==> src/rtl/mm_pkg.sv <==
package mm_pkg;

  typedef enum logic {
    MM_IDLE = 1'b0,
    MM_RUN  = 1'b1
  } mmState_t;

  typedef struct packed {
    logic load;    // capture operands, order them, clear residue
    logic step;    // process one multiplier bit
    logic finish;  // publish residue to the result register
  } mmCtrl_t;

endpackage

==> src/rtl/mm_cond_sub.sv <==
module mm_cond_sub #(
  parameter int WIDTH = 32
) (
  input  logic [WIDTH-1:0] value,
  input  logic [WIDTH-1:0] modulus,
  output logic [WIDTH-1:0] reduced
);

  logic             geMod;
  logic [WIDTH-1:0] diff;

  always_comb begin
    diff    = value - modulus;
    geMod   = (value >= modulus);
    reduced = geMod ? diff : value;
  end

endmodule

==> src/rtl/mm_control.sv <==
module mm_control
  import mm_pkg::*;
(
  input  logic    clk,
  input  logic    rstN,
  input  logic    start,
  input  logic    mplrZero,
  output mmCtrl_t ctrl,
  output logic    busy,
  output logic    done
);

  mmState_t stateQ, stateD;
  logic     doneQ;

  always_comb begin
    ctrl        = '0;
    stateD      = stateQ;
    ctrl.load   = (stateQ == MM_IDLE) && start;
    ctrl.step   = (stateQ == MM_RUN) && !mplrZero;
    ctrl.finish = (stateQ == MM_RUN) && mplrZero;
    if (ctrl.load)   stateD = MM_RUN;
    if (ctrl.finish) stateD = MM_IDLE;
  end

  always_ff @(posedge clk or negedge rstN) begin
    if (!rstN) begin
      stateQ <= MM_IDLE;
      doneQ  <= 1'b0;
    end else begin
      stateQ <= stateD;
      doneQ  <= ctrl.finish;
    end
  end

  assign busy = (stateQ == MM_RUN);
  assign done = doneQ;

  // completion is a single-cycle pulse
  assert_done_pulse_R5: assert property (@(posedge clk) disable iff (!rstN)
    done |=> !done);

  // busy and done never overlap
  assert_busy_done_excl_R5: assert property (@(posedge clk) disable iff (!rstN)
    !(busy && done));

  // an exhausted multiplier ends the run on the next edge
  assert_exit_on_zero_R3: assert property (@(posedge clk) disable iff (!rstN)
    (busy && mplrZero) |=> (done && !busy));

  // start while busy does not restart or end the run early
  assert_start_ignored_R7: assert property (@(posedge clk) disable iff (!rstN)
    (busy && start && !mplrZero) |=> busy);

endmodule

==> src/rtl/mm_datapath.sv <==
module mm_datapath
  import mm_pkg::*;
#(
  parameter  int DATA_W = 31,
  localparam int ACC_W  = DATA_W + 1,
  localparam int LANES  = 2
) (
  input  logic              clk,
  input  logic              rstN,
  input  mmCtrl_t           ctrl,
  input  logic [DATA_W-1:0] opA,
  input  logic [DATA_W-1:0] opB,
  input  logic [DATA_W-1:0] modulus,
  output logic              mplrZero,
  output logic [DATA_W-1:0] result
);

  logic [DATA_W-1:0] mplrQ;
  logic [ACC_W-1:0]  addendQ;
  logic [ACC_W-1:0]  residueQ;
  logic [DATA_W-1:0] modQ;
  logic [DATA_W-1:0] resultQ;

  logic              aSmaller;
  logic [DATA_W-1:0] smallOp, bigOp;
  logic [ACC_W-1:0]  modExt;
  logic [ACC_W-1:0]  residueNext;

  // lane 0 reduces residue+addend, lane 1 reduces the doubled addend
  logic [LANES-1:0][ACC_W-1:0] laneIn;
  logic [LANES-1:0][ACC_W-1:0] laneOut;

  always_comb begin
    aSmaller  = (opA < opB);
    smallOp   = aSmaller ? opA : opB;
    bigOp     = aSmaller ? opB : opA;
    modExt    = {1'b0, modQ};
    laneIn[0] = residueQ + addendQ;
    laneIn[1] = {addendQ[ACC_W-2:0], 1'b0};
    residueNext = mplrQ[0] ? laneOut[0] : residueQ;
  end

  for (genvar g = 0; g < LANES; g++) begin : g_reduce
    mm_cond_sub #(.WIDTH(ACC_W)) u_sub (
      .value   (laneIn[g]),
      .modulus (modExt),
      .reduced (laneOut[g])
    );
  end

  always_ff @(posedge clk or negedge rstN) begin
    if (!rstN) begin
      mplrQ    <= '0;
      addendQ  <= '0;
      residueQ <= '0;
      modQ     <= '0;
      resultQ  <= '0;
    end else begin
      if (ctrl.load) begin
        mplrQ    <= smallOp;
        addendQ  <= {1'b0, bigOp};
        residueQ <= '0;
        modQ     <= modulus;
      end else if (ctrl.step) begin
        mplrQ    <= mplrQ >> 1;
        addendQ  <= laneOut[1];
        residueQ <= residueNext;
      end
      if (ctrl.finish) resultQ <= residueQ[DATA_W-1:0];
    end
  end

  assign mplrZero = (mplrQ == '0);
  assign result   = resultQ;

  // operands of a step are already reduced, so sums fit in ACC_W
  assert_residue_range_R8: assert property (@(posedge clk) disable iff (!rstN)
    ctrl.step |-> (residueQ < modExt));

  assert_addend_range_R8: assert property (@(posedge clk) disable iff (!rstN)
    ctrl.step |-> (addendQ < modExt));

  // result register only moves when a completion was signalled
  assert_result_hold_R6: assert property (@(posedge clk) disable iff (!rstN)
    !$stable(resultQ) |-> $past(ctrl.finish));

  // a zero operand leaves nothing to scan
  assert_zero_exit_R2: assert property (@(posedge clk) disable iff (!rstN)
    (ctrl.load && (opA == '0 || opB == '0)) |=> mplrZero);

endmodule

==> src/rtl/serial_modmul.sv <==
module serial_modmul
  import mm_pkg::*;
#(
  parameter int DATA_W = 31
) (
  input  logic              clk,
  input  logic              rstN,
  input  logic              start,
  input  logic [DATA_W-1:0] opA,
  input  logic [DATA_W-1:0] opB,
  input  logic [DATA_W-1:0] modulus,
  output logic              busy,
  output logic              done,
  output logic [DATA_W-1:0] result
);

  mmCtrl_t ctrl;
  logic    mplrZero;

  mm_control u_ctrl (
    .clk      (clk),
    .rstN     (rstN),
    .start    (start),
    .mplrZero (mplrZero),
    .ctrl     (ctrl),
    .busy     (busy),
    .done     (done)
  );

  mm_datapath #(.DATA_W(DATA_W)) u_dp (
    .clk      (clk),
    .rstN     (rstN),
    .ctrl     (ctrl),
    .opA      (opA),
    .opB      (opB),
    .modulus  (modulus),
    .mplrZero (mplrZero),
    .result   (result)
  );

endmodule

==> config.mk <==
export PLATFORM = sky130hd
export DESIGN_NAME = serial_modmul
export DESIGN_NICKNAME = d
export VERILOG_FILES = /design/src/rtl/mm_pkg.sv /design/src/rtl/mm_cond_sub.sv /design/src/rtl/mm_control.sv /design/src/rtl/mm_datapath.sv /design/src/rtl/serial_modmul.sv
export SDC_FILE = /design/constraint.sdc
export NUM_CORES = 1
export LEC_CHECK = 0
export BUFFER_PORTS_ARGS = -buffer_cell sky130_fd_sc_hd__buf_2
export CAP_MARGIN = 10
export CORE_MARGIN = 3
export CORE_UTILIZATION = 25
export DETAILED_ROUTE_END_ITERATION = 8
export PLACE_DENSITY = 0.46
export RECOVER_POWER = 100
export SKIP_LAST_GASP = 1
export SLEW_MARGIN = 20
export SYNTH_ARGS = -nofsm -noshare
export SYNTH_HDL_FRONTEND = slang
export SYNTH_SLANG_ARGS = --single-unit
==> constraint.sdc <==
create_clock -name clk -period 5.35 [get_ports clk]
set_clock_uncertainty 0.05 [all_clocks]
set_input_delay 0.535 -clock clk [delete_from_list [all_inputs] [get_ports clk]]
set_output_delay 0.535 -clock clk [all_outputs]
set_load 0.005 [all_outputs]
==> results.json <==
{
  "crit_slowest_cell": "dfrtp_1",
  "chipWidth_microns": 235.1,
  "cp.required_ps": 5630,
  "end_kind": "register",
  "synth_seq_cells": 159,
  "async_reset_ff_share_pct": 100.0,
  "coreArea_sq_mm": 0.05161,
  "n_antenna_cell": 0,
  "synth_edf_count": 0,
  "vias": 11740,
  "worst_pin_slew_ps": 4202,
  "critPathMaxFanout": 18,
  "path_delay_family": "compound AO/OA/AOI/OAI gates",
  "grt_pass1_wl_mm": 66.61,
  "crit_arrival_ps": 5390,
  "grt_remaining_overflow": 0,
  "synth_compound_area_share_pct": 22.30,
  "avgSynthCellArea_sq_um": 8.496,
  "yosys-mux-area-fraction_pct": 10.05,
  "cts_made_buffers": 17,
  "maxSlewViolCount": 209,
  "cp_common_cell": "a21o_1",
  "cts_buffer_depth": 2,
  "outcome": "finished, violations left",
  "cts.sinks": 159,
  "drc": 0,
  "multi_input_area_sq_mm": 0.008637,
  "cap_violations": 5,
  "ys_warn_count": 0,
  "hpwl_mm": 33.06,
  "netlist_instances": 1545,
  "relSlewSlack_pct": -180.2,
  "n_fill_cell": 5484,
  "drt_iter0_drc": 824,
  "cts-root-buf": "clkbuf_16",
  "fin_hold_ws_ps": 227.2,
  "drt_wl_total_mm": 43.16,
  "hold_viol": 0,
  "die_area_sq_mm": 0.05529,
  "cts_tree": "yes",
  "finalCritPeriodShare_pct": 95.49,
  "cts_hold_buffers": 0,
  "synth_top_cell_area_share_pct": 30.31,
  "io_pins": 129,
  "ys_dominant_reg_cell": "dfrtp_1",
  "antenna_found_initial": 0,
  "netlist_area_sq_mm": 0.01313,
  "max_stage_delay_ps": 470,
  "grt_max_degree": 90,
  "hp-class": "input port to register",
  "critPathKind": "register to register",
  "seq_area_frac_synth_pct": 30.31,
  "ant_nets": 0,
  "rows": 83,
  "wl_per_cell_microns": 18.42,
  "synth_nets": 1767,
  "critPathLaunchType": "register",
  "path_cells": "ha_1 -> inv_1 -> o22ai_1 -> or3_4 -> a21o_1 -> a21o_1 -> a21oi_1 -> xnor2_1 -> ha_2 -> a21oi_2 -> and2_1 -> or3b_4 -> a31oi_1 -> o21bai_1 -> o211ai_2 -> buf_4 -> nand3b_2 -> buf_12 -> mux2i_1 -> o21ai_0",
  "seqCellArea_sq_mm": 0.003979,
  "grt_pass1_vias": 11460,
  "syn_to_final_growth_pct": 15.78,
  "first_pass_iters": 5,
  "min_period_ps": 5109,
  "reg2reg_slack_ps": 240,
  "synth-simple-area-share_pct": 15.54,
  "cp_num_buf_inv": 3,
  "finalNetCount": 1872,
  "gp_congestion": 0.8866,
  "clock.fmax_ghz": 0.1957,
  "setup_viol": 0,
  "setup_tns_ps": 0,
  "synth_top_area_cell": "dfrtp_1",
  "synth_top_family_by_area": "compound AO/OA/AOI/OAI gates",
  "htreeDepth": 4,
  "track_usage_pct": 15.30,
  "yosys.area_share.xor_xnor_pct": 4.938,
  "violations": "max-capacitance violations, max-slew violations",
  "drive_gt1_share_pct": 15.81,
  "io_buffers": 128,
  "synthAdderAreaFrac_pct": 12.18,
  "clk_latency_ps": 470,
  "yosys.cell_types.count": 64,
  "initial_core_util_pct": 25.43,
  "die_y_microns": 235.1,
  "avgViaCountPerCell": 5.011,
  "synth_area_leaders": "dfrtp_1 30%, ha_1 12%, mux2_2 7.4%, a21oi_1 5.3%, nand2_1 4.6%",
  "clk_pin_slew_ps": 70
}
## cells in the mapped netlist, types with 15 or more instances
master and number:
a211oi_1 16, a21o_1 43, a21oi_1 140, a31oi_1 41, and3_1 18, clkbuf_1 51
dfrtp_1 159, ha_1 123, inv_1 89, mux2_2 86, mux2i_1 35, nand2_1 161
nand2b_1 15, nand3_1 57, nor2_1 101, nor2b_1 15, o21ai_0 109, o22ai_1 28
xnor2_1 45, xor2_1 29
## layer usage
metal	global-route usage [%]	up-vias	wire [microns]
met3	2.296	44	1520
met1	21.91	5614	21930
met5	0	-	0
met2	23.77	241	18780
li1	-	5841	-
met4	4.526	0	926
## kinds of logic (layout without fill, tap and decap cells)
logic type	Yosys count	in the layout
compound gates	470	470
buf+inv	156	274
xor+xnor	74	74
flops	159	159
simple gates	439	439
mux	121	121
fa+ha+maj	126	126
## area by class of cell
| type | count | area share [%] |
|---|---|---|
| Clock buffer | 22 | 2.923 |
| Clock inverter | 10 | 1.070 |
| Multi-Input combinational cell | 1230 | 56.83 |
| Sequential cell | 159 | 26.18 |
| Timing Repair Buffer | 153 | 5.203 |
| Inverter | 89 | 2.198 |
| Tap cell | 680 | 5.598 |
## flip-flops by register name (all words and copies together) (netlist names)
| signal | flops |
|---|---|
| u_dp.residueQ | 32 |
| u_ctrl.done | 1 |
| u_dp.modQ | 31 |
| u_dp.mplrQ | 31 |
| u_ctrl.busy | 1 |
| u_dp.result | 31 |
| u_dp.addendQ | 32 |
## stage by stage
step	setup WS, ps	instance area (sq um)	util (%)	instances
after CTS	50.36	15200	29.45	2342
after global routing	-32.10	15200	29.45	2343
final	241.0	15200	29.45	2343
after floorplan	966.6	13130	-	1545
after detailed placement	97.72	14600	28.28	2310
after global placement	126.1	14600	28.28	2310
## final timing paths
kind	startpoint	to	cells past startpoint
max	u_dp.addendQ[7]	u_dp.residueQ[18]	20
min	modulus[30]	u_dp.modQ[30]	3
max reg2reg	u_dp.addendQ[7]	u_dp.residueQ[18]	20
min reg2reg	u_dp.result[21]	u_dp.result[21]	1
max in group asynchronous	rstN	u_dp.addendQ[27]	1
min in group asynchronous	rstN	u_dp.residueQ[8]	1
## repair_timing
| item | 4_1_cts | 5_1_grt |
|---|---|---|
| buffers inserted | 0 | 1 |
| gates resized for setup | 0 | 17 |
| setup endpoints to repair | 0 | 32 |
## layout by cell type (no fill, tap or decap), types with 41 or more instances in the layout
cell / instances
nand2_1: 161
buf_2: 98
dfrtp_1: 159
inv_1: 89
a21o_1: 43
nand3_1: 57
xnor2_1: 45
clkbuf_1: 41
o21ai_0: 106
ha_1: 120
mux2_2: 84
nor2_1: 101
a21oi_1: 136
## worst reg2reg max path: cells and delay by family (launching register included)
| family | cells | cell delay (ps) |
|---|---|---|
| AOI/OAI and AO/OA | 9 | 1530 |
| xor gates and xnor gates | 1 | 190 |
| adders and majority gates | 2 | 740 |
| buffers and inverters | 3 | 550 |
| DFF | 1 | 470 |
| muxes | 1 | 240 |
| and+or+nand+nor | 4 | 1190 |
Power is not shown: default switching activity piles up to over one toggle a cycle in this logic, so the estimate is an artifact.
